## src/rtl/spi_dma_pkg.sv

```systemverilog
package spi_dma_pkg;

    localparam int MAX_BITS = 16;
    localparam int MIN_BITS = 2;
    localparam int LEN_W    = $clog2(MAX_BITS + 1);

    typedef logic [MAX_BITS-1:0] word_t;
    typedef logic [LEN_W-1:0]    len_t;

    typedef enum logic {
        SH_IDLE = 1'b0,
        SH_RUN  = 1'b1
    } sh_state_e;

    // A character as it enters the shift register: payload and its length.
    typedef struct packed {
        word_t data;
        len_t  len;
    } char_t;

    function automatic len_t fit_len(input len_t raw);
        if (raw < len_t'(MIN_BITS))
            return len_t'(MIN_BITS);
        else if (raw > len_t'(MAX_BITS))
            return len_t'(MAX_BITS);
        else
            return raw;
    endfunction

    // Places bit n-1 of a right-aligned word at the top of the shifter.
    function automatic word_t left_align(input word_t d, input len_t n);
        return word_t'(d << (MAX_BITS - int'(n)));
    endfunction

endpackage

```

## src/rtl/spi_tx_stage.sv

```systemverilog
module spi_tx_stage
    import spi_dma_pkg::*;
(
    input  logic  clk,
    input  logic  rst,
    input  logic  en,
    input  logic  wr,
    input  word_t wdata,
    input  len_t  len,
    input  logic  sh_idle,
    input  logic  sh_done,
    output logic  load,
    output char_t load_char,
    output logic  ovr
);

    logic  full_q;
    word_t hold_q;

    logic from_hold;
    logic direct;
    logic to_hold;
    logic drop;

    always_comb begin
        from_hold = sh_done & full_q;
        direct    = wr & en & ~full_q & (sh_idle | sh_done);
        to_hold   = wr & en & ~direct & (~full_q | from_hold);
        drop      = wr & en & full_q & ~from_hold;
        load      = from_hold | direct;
        load_char.data = from_hold ? hold_q : wdata;
        load_char.len  = len;
    end

    always_ff @(posedge clk) begin
        if (rst) begin
            full_q <= 1'b0;
            hold_q <= '0;
            ovr    <= 1'b0;
        end else begin
            if (!en) begin
                full_q <= 1'b0;
            end else if (to_hold) begin
                full_q <= 1'b1;
                hold_q <= wdata;
            end else if (from_hold) begin
                full_q <= 1'b0;
            end
            if (drop)
                ovr <= 1'b1;
        end
    end

endmodule

```

## src/rtl/spi_shifter.sv

```systemverilog
module spi_shifter
    import spi_dma_pkg::*;
#(
    parameter int DIV_W = 8
) (
    input  logic             clk,
    input  logic             rst,
    input  logic             en,
    input  logic             load,
    input  char_t            load_char,
    input  logic [DIV_W-1:0] half,
    input  logic             miso,
    output logic             sclk,
    output logic             mosi,
    output logic             busy,
    output logic             done,
    output word_t            rx_word
);

    sh_state_e        state_q;
    word_t            tx_sr_q;
    word_t            rx_sr_q;
    len_t             bit_q;
    len_t             len_q;
    logic [DIV_W-1:0] div_q;
    logic [DIV_W-1:0] half_q;
    logic             sclk_q;
    logic             tick;

    always_comb begin
        busy    = (state_q == SH_RUN);
        tick    = busy && (div_q == half_q - 1'b1);
        done    = tick && sclk_q && (bit_q == len_q - 1'b1);
        sclk    = sclk_q;
        mosi    = busy ? tx_sr_q[MAX_BITS-1] : 1'b0;
        rx_word = rx_sr_q;
    end

    always_ff @(posedge clk) begin
        if (rst || !en) begin
            state_q <= SH_IDLE;
            tx_sr_q <= '0;
            rx_sr_q <= '0;
            bit_q   <= '0;
            len_q   <= len_t'(MIN_BITS);
            div_q   <= '0;
            half_q  <= DIV_W'(1);
            sclk_q  <= 1'b0;
        end else if (load) begin
            state_q <= SH_RUN;
            tx_sr_q <= left_align(load_char.data, load_char.len);
            rx_sr_q <= '0;
            bit_q   <= '0;
            len_q   <= load_char.len;
            div_q   <= '0;
            half_q  <= half;
            sclk_q  <= 1'b0;
        end else if (done) begin
            state_q <= SH_IDLE;
            div_q   <= '0;
            sclk_q  <= 1'b0;
        end else if (busy) begin
            if (tick) begin
                div_q <= '0;
                if (!sclk_q) begin
                    sclk_q  <= 1'b1;
                    rx_sr_q <= {rx_sr_q[MAX_BITS-2:0], miso};
                end else begin
                    sclk_q  <= 1'b0;
                    tx_sr_q <= tx_sr_q << 1;
                    bit_q   <= bit_q + 1'b1;
                end
            end else begin
                div_q <= div_q + 1'b1;
            end
        end
    end

endmodule

```

## src/rtl/spi_rx_stage.sv

```systemverilog
module spi_rx_stage
    import spi_dma_pkg::*;
(
    input  logic  clk,
    input  logic  rst,
    input  logic  capture,
    input  word_t cap_word,
    input  logic  rd,
    output word_t rdata,
    output logic  valid,
    output logic  ovr
);

    always_ff @(posedge clk) begin
        if (rst) begin
            rdata <= '0;
            valid <= 1'b0;
            ovr   <= 1'b0;
        end else if (capture) begin
            rdata <= cap_word;
            valid <= 1'b1;
            if (valid && !rd)
                ovr <= 1'b1;
        end else if (rd) begin
            valid <= 1'b0;
        end
    end

endmodule

```

## src/rtl/spi_dma_master.sv

```systemverilog
module spi_dma_master
    import spi_dma_pkg::*;
#(
    parameter int DIV_W = 8
) (
    input  logic                clk,
    input  logic                rst,
    input  logic                spi_en,
    input  logic                dma_req_en,
    input  logic [LEN_W-1:0]    char_len,
    input  logic [DIV_W-1:0]    clk_half,
    input  logic                tx_wr,
    input  logic [MAX_BITS-1:0] tx_wdata,
    input  logic                rx_rd,
    output logic [MAX_BITS-1:0] rx_rdata,
    output logic                rx_valid,
    output logic                tx_req,
    output logic                rx_req,
    output logic                tx_ovr,
    output logic                rx_ovr,
    output logic                sclk,
    output logic                mosi,
    input  logic                miso,
    output logic                cs_n
);

    len_t             len_c;
    logic [DIV_W-1:0] half_c;
    logic             load;
    char_t            load_char;
    logic             sh_busy;
    logic             sh_done;
    word_t            sh_rx;
    logic             both_q;
    logic             first_req;

    always_comb begin
        len_c     = fit_len(char_len);
        half_c    = (clk_half == '0) ? DIV_W'(1) : clk_half;
        first_req = spi_en & dma_req_en & ~both_q;
        cs_n      = ~sh_busy;
    end

    spi_tx_stage u_tx (
        .clk       (clk),
        .rst       (rst),
        .en        (spi_en),
        .wr        (tx_wr),
        .wdata     (tx_wdata),
        .len       (len_c),
        .sh_idle   (~sh_busy),
        .sh_done   (sh_done),
        .load      (load),
        .load_char (load_char),
        .ovr       (tx_ovr)
    );

    spi_shifter #(.DIV_W(DIV_W)) u_sh (
        .clk       (clk),
        .rst       (rst),
        .en        (spi_en),
        .load      (load),
        .load_char (load_char),
        .half      (half_c),
        .miso      (miso),
        .sclk      (sclk),
        .mosi      (mosi),
        .busy      (sh_busy),
        .done      (sh_done),
        .rx_word   (sh_rx)
    );

    spi_rx_stage u_rx (
        .clk      (clk),
        .rst      (rst),
        .capture  (sh_done),
        .cap_word (sh_rx),
        .rd       (rx_rd),
        .rdata    (rx_rdata),
        .valid    (rx_valid),
        .ovr      (rx_ovr)
    );

    // Request pulses: one cycle after the copy event, gated by the enable.
    always_ff @(posedge clk) begin
        if (rst) begin
            both_q <= 1'b0;
            tx_req <= 1'b0;
            rx_req <= 1'b0;
        end else begin
            both_q <= spi_en & dma_req_en;
            tx_req <= dma_req_en & spi_en & (first_req | load);
            rx_req <= dma_req_en & sh_done;
        end
    end

endmodule

```

## config.mk

```make
export PLATFORM = sky130hd
export DESIGN_NAME = spi_dma_master
export DESIGN_NICKNAME = d
export VERILOG_FILES = /design/src/rtl/spi_dma_pkg.sv /design/src/rtl/spi_tx_stage.sv /design/src/rtl/spi_shifter.sv /design/src/rtl/spi_rx_stage.sv /design/src/rtl/spi_dma_master.sv
export SDC_FILE = /design/constraint.sdc
export NUM_CORES = 1
export LEC_CHECK = 0
export ABC_CLOCK_PERIOD_IN_PS = 4700
export BUFFER_PORTS_ARGS = -buffer_cell sky130_fd_sc_hd__buf_2
export CELL_PAD_IN_SITES_DETAIL_PLACEMENT = 2
export CELL_PAD_IN_SITES_GLOBAL_PLACEMENT = 2
export CORE_MARGIN = 5
export CORE_UTILIZATION = 33
export CTS_CLUSTER_SIZE = 20
export DETAILED_ROUTE_END_ITERATION = 16
export PLACE_DENSITY_LB_ADDON = 0.1
export SLEW_MARGIN = 20
export SYNTH_ARGS = -nofsm -noshare
export SYNTH_HDL_FRONTEND = slang
export SYNTH_HIERARCHICAL = 1
export SYNTH_SLANG_ARGS = --single-unit
```

## constraint.sdc

```tcl
create_clock -name clk -period 4.7 [get_ports clk]
set_input_delay 0.47 -clock clk [delete_from_list [all_inputs] [get_ports clk]]
set_output_delay 0.47 -clock clk [all_outputs]
set_load 0.02 [all_outputs]
```

==> results.toml <==
[final_layout]
diodes = 0
drive_above_1_share_pct = 20.9
multiInputGateArea_um2 = 3660
final_cells = 926
layout.nets = 733
final_cell_area_um2 = 6710
seq_area_um2 = 1980
synthToLayoutAreaGrowth_pct = 11.5
final.fill_count = 1993

[clock_tree]
cts_root_buf = "clkbuf_16"
cts_resized = 0
cts_buffers = 9
cts.sinks = 99
cts_tree = "done"
h-tree-depth = 3
clk_latency_ns = 0.36
clock_path_buffers = 2
postCtsSetupBuffers = 0
path_clk_slew_ns = 0.07
cts_hold_buf = 0

[floorplan]
placementRows = 49
core_area_um2 = 18000
fp.dieW_um = 145
die-area_um2 = 21000
initial_utilization_pct = 33.5
io_pins = 60
fp.dieH_um = 145

[critical_path]
crit_type = "flop to flop"
cp_data_arrival_time_ns = 4.70
cp_slowest_cell = "o21ai_0"
start_kind = "flop"
max_stage_delay_ns = 0.53
crit_family = "compound AO/OA/AOI/OAI gates"
crit_buf_inv = 1
worst_ep_required_time_ns = 4.95
cp-end-kind = "flop"
crit_chain = "inv_1 -> ha_1 -> or3b_1 -> or4_1 -> a211o_1 -> a211o_2 -> nor2_4 -> nand2_4 -> mux2_2 -> nand2b_1 -> a21oi_1 -> o21ai_0 -> o32a_1 -> nand4_1 -> o211a_1"
critPathMaxFanout = 24

[logic_synthesis]
yosysTopAreaCell = "dfxtp_1"
syn_avg_cell_area_um2 = 8.99
syn_inst = 669
syn-num-nets = 710
netlist.area_leader.share_pct = 33.0
synth_cell_type_count = 68
ys_seq_area_share_pct = 33.0
synth.ff_latch_count = 99
synth_area_um2 = 6010
async_reset_ff_share_pct = 0
synth-edff-count = 0
synthFlopType = "dfxtp_1"
yosys-top-cells-area = "dfxtp_1, mux2i_1, nor2_1"
ys_warn_count = 6

[timing]
maxSlewViolCount = 0
max_clock_freq_ghz = 0.225
rsz0062_at_grt = "false"
worst_slew_pin_slew_ns = 0.956
slew_headroom_pct = 36.2
finalSetupTns_ns = 0
fin_ws_ns = 0.249
hold_viol = 0
setup_violations = 0
fin_skew_ns = 0.00761
min_period_over_period_pct = 94.7
finalCriticalPeriod_ns = 4.45
whs_ns = 0.366

[status]
outcome = "complete, no violations"

[route]
num_vias = 5055
via_per_inst = 5.46
drc = 0
drt-initial-drc-count = 165
wl_per_cell_um = 19.7
totalWireLength_mm = 18.2
firstDrtPassIters = 4
ant_nets = 0

[power_and_ir_drop]
comb_power_share_pct = 14.9
p_int_mw = 1.34
power_frac_clock_pct = 40.2
power.switching_uw = 579
cellLeakagePower_nw = 2.58
ir_drop_v = 0.000158
power.density_nw_per_um2 = 286
seq_power_share_pct = 44.9
swShare_pct = 30.2

[global_routing]
grt_overflow = 0
grt_pass1_vias = 5574
grt_use_total_pct = 17.1
grt_pass1_wl_mm = 29.9
grt_max_degree = 73
antenna_found_initial = 1

[placed_design]
dp_cells = 910
portBuffers = 59
hpwl_mm = 13.1
dpl-instance-area_um2 = 6390
pre_cts_ws_ns = 0.198
gp_congestion = 0.811

[hold_path]
worstHoldPathType = "primary input to flop"

[run]
max-cap-violations = 0
[sequential cells by signal (all words and copies together), names as in the netlist]
signal,cells
both_q,1
rx_req,1
tx_req,1
u_rx/ovr,1
u_rx/rdata,16
u_rx/valid,1
u_sh/bit_q,5
u_sh/busy,1
u_sh/div_q,8
u_sh/half_q,8
u_sh/len_q,5
u_sh/rx_word,16
u_sh/sclk,1
u_sh/tx_sr_q,16
u_tx/full_q,1
u_tx/hold_q,16
u_tx/ovr,1
[path summary, 6_finish.rpt]
path                                startpoint               end  slack [ns]  depth (start not counted)
worst max register to register  u_sh/half_q[0]  u_sh/tx_sr_q[10]        0.25                         15
worst min register to register          both_q            tx_req        0.41                          1
worst max-delay path            u_sh/half_q[0]  u_sh/tx_sr_q[10]        0.25                         15
worst min-delay path               clk_half[6]    u_sh/half_q[6]        0.37                          3
[power by group through the flow]
stage          Combinational (mW)  Sequential [mW]  Clock, mW
2_1_floorplan               0.202            0.877          0
4_1_cts                     0.287            0.862      0.803
6_report                    0.287            0.862      0.771
3_3_place_gp                0.276            0.881          0
5_1_grt                     0.312            0.864      0.830
3_5_place_dp                0.286            0.882          0
[Yosys cell counts, drive strengths merged (16+ instances only)]
library cell  count
a21oi            18
and4b            16
buf              27
clkbuf           34
dfxtp            99
inv              20
mux2             17
mux2i            84
nand2            42
nand3            42
nand4b           16
nor2             68
[logic make-up after synthesis]
logic type      share of synthesized area (%)
flops                                    33.0
fa+ha+maj                                1.04
mux                                      17.5
simple gates                             25.3
xor+xnor                                 3.58
buf+inv                                  6.82
compound gates                           12.8
[cell usage in the layout, fill, tap and decap left out, types with 12 or more instances in the layout]
master and n:
dfxtp_1 99, mux2i_1 83, nor2_1 67, buf_2 59
nand2_1 41, nand3_1 22, inv_1 20, nand3_2 20
mux2_2 17, a21oi_1 16, nand4b_1 16, and4b_1 16
buf_4 14, nor2b_1 13, xnor2_1 13, nor3_1 12
o21ai_0 12, a211oi_1 12
[area by class of cell]
cell class              count  area share (%)
flip-flops and latches     99            29.5
well taps                 229            4.27
inverters                  20            1.12
repair buffers             73            5.97
multi-input cells         489            54.5
clock buffers               9            3.36
clock inverters             7            1.25
[metrics by stage]
| step | power (mW) | utilization [%] |
|---|---|---|
| floorplan | 1.08 | - |
| global placement | 1.16 | 35.6 |
| detailed placement | 1.17 | 35.6 |
| CTS | 1.95 | 37.3 |
| global route | 2.01 | 37.3 |
| finish | 1.92 | 37.3 |
[layer usage]
layer	share of wire [%]	vias up	GRT usage (%)	wire, µm
met3	2.8	16	4.15	516
met4	1.1	2	3.53	199
met1	46	2530	21.5	8460
li1	-	2451	-	-
met5	0.060	-	0	11
met2	50	56	29.6	9020
[worst register-to-register path, cell delays in order, from the launching register on]
cell and delay [ns]:
dfxtp_1 0.36, inv_1 0.10, ha_1 0.24, or3b_1 0.41, or4_1 0.43, a211o_1 0.38, a211o_2 0.36, nor2_4 0.17
nand2_4 0.23, mux2_2 0.46, nand2b_1 0.09, a21oi_1 0.06, o21ai_0 0.53, o32a_1 0.26, nand4_1 0.10, o211a_1 0.18
No activity file was read; power rests on OpenSTA's default activity.
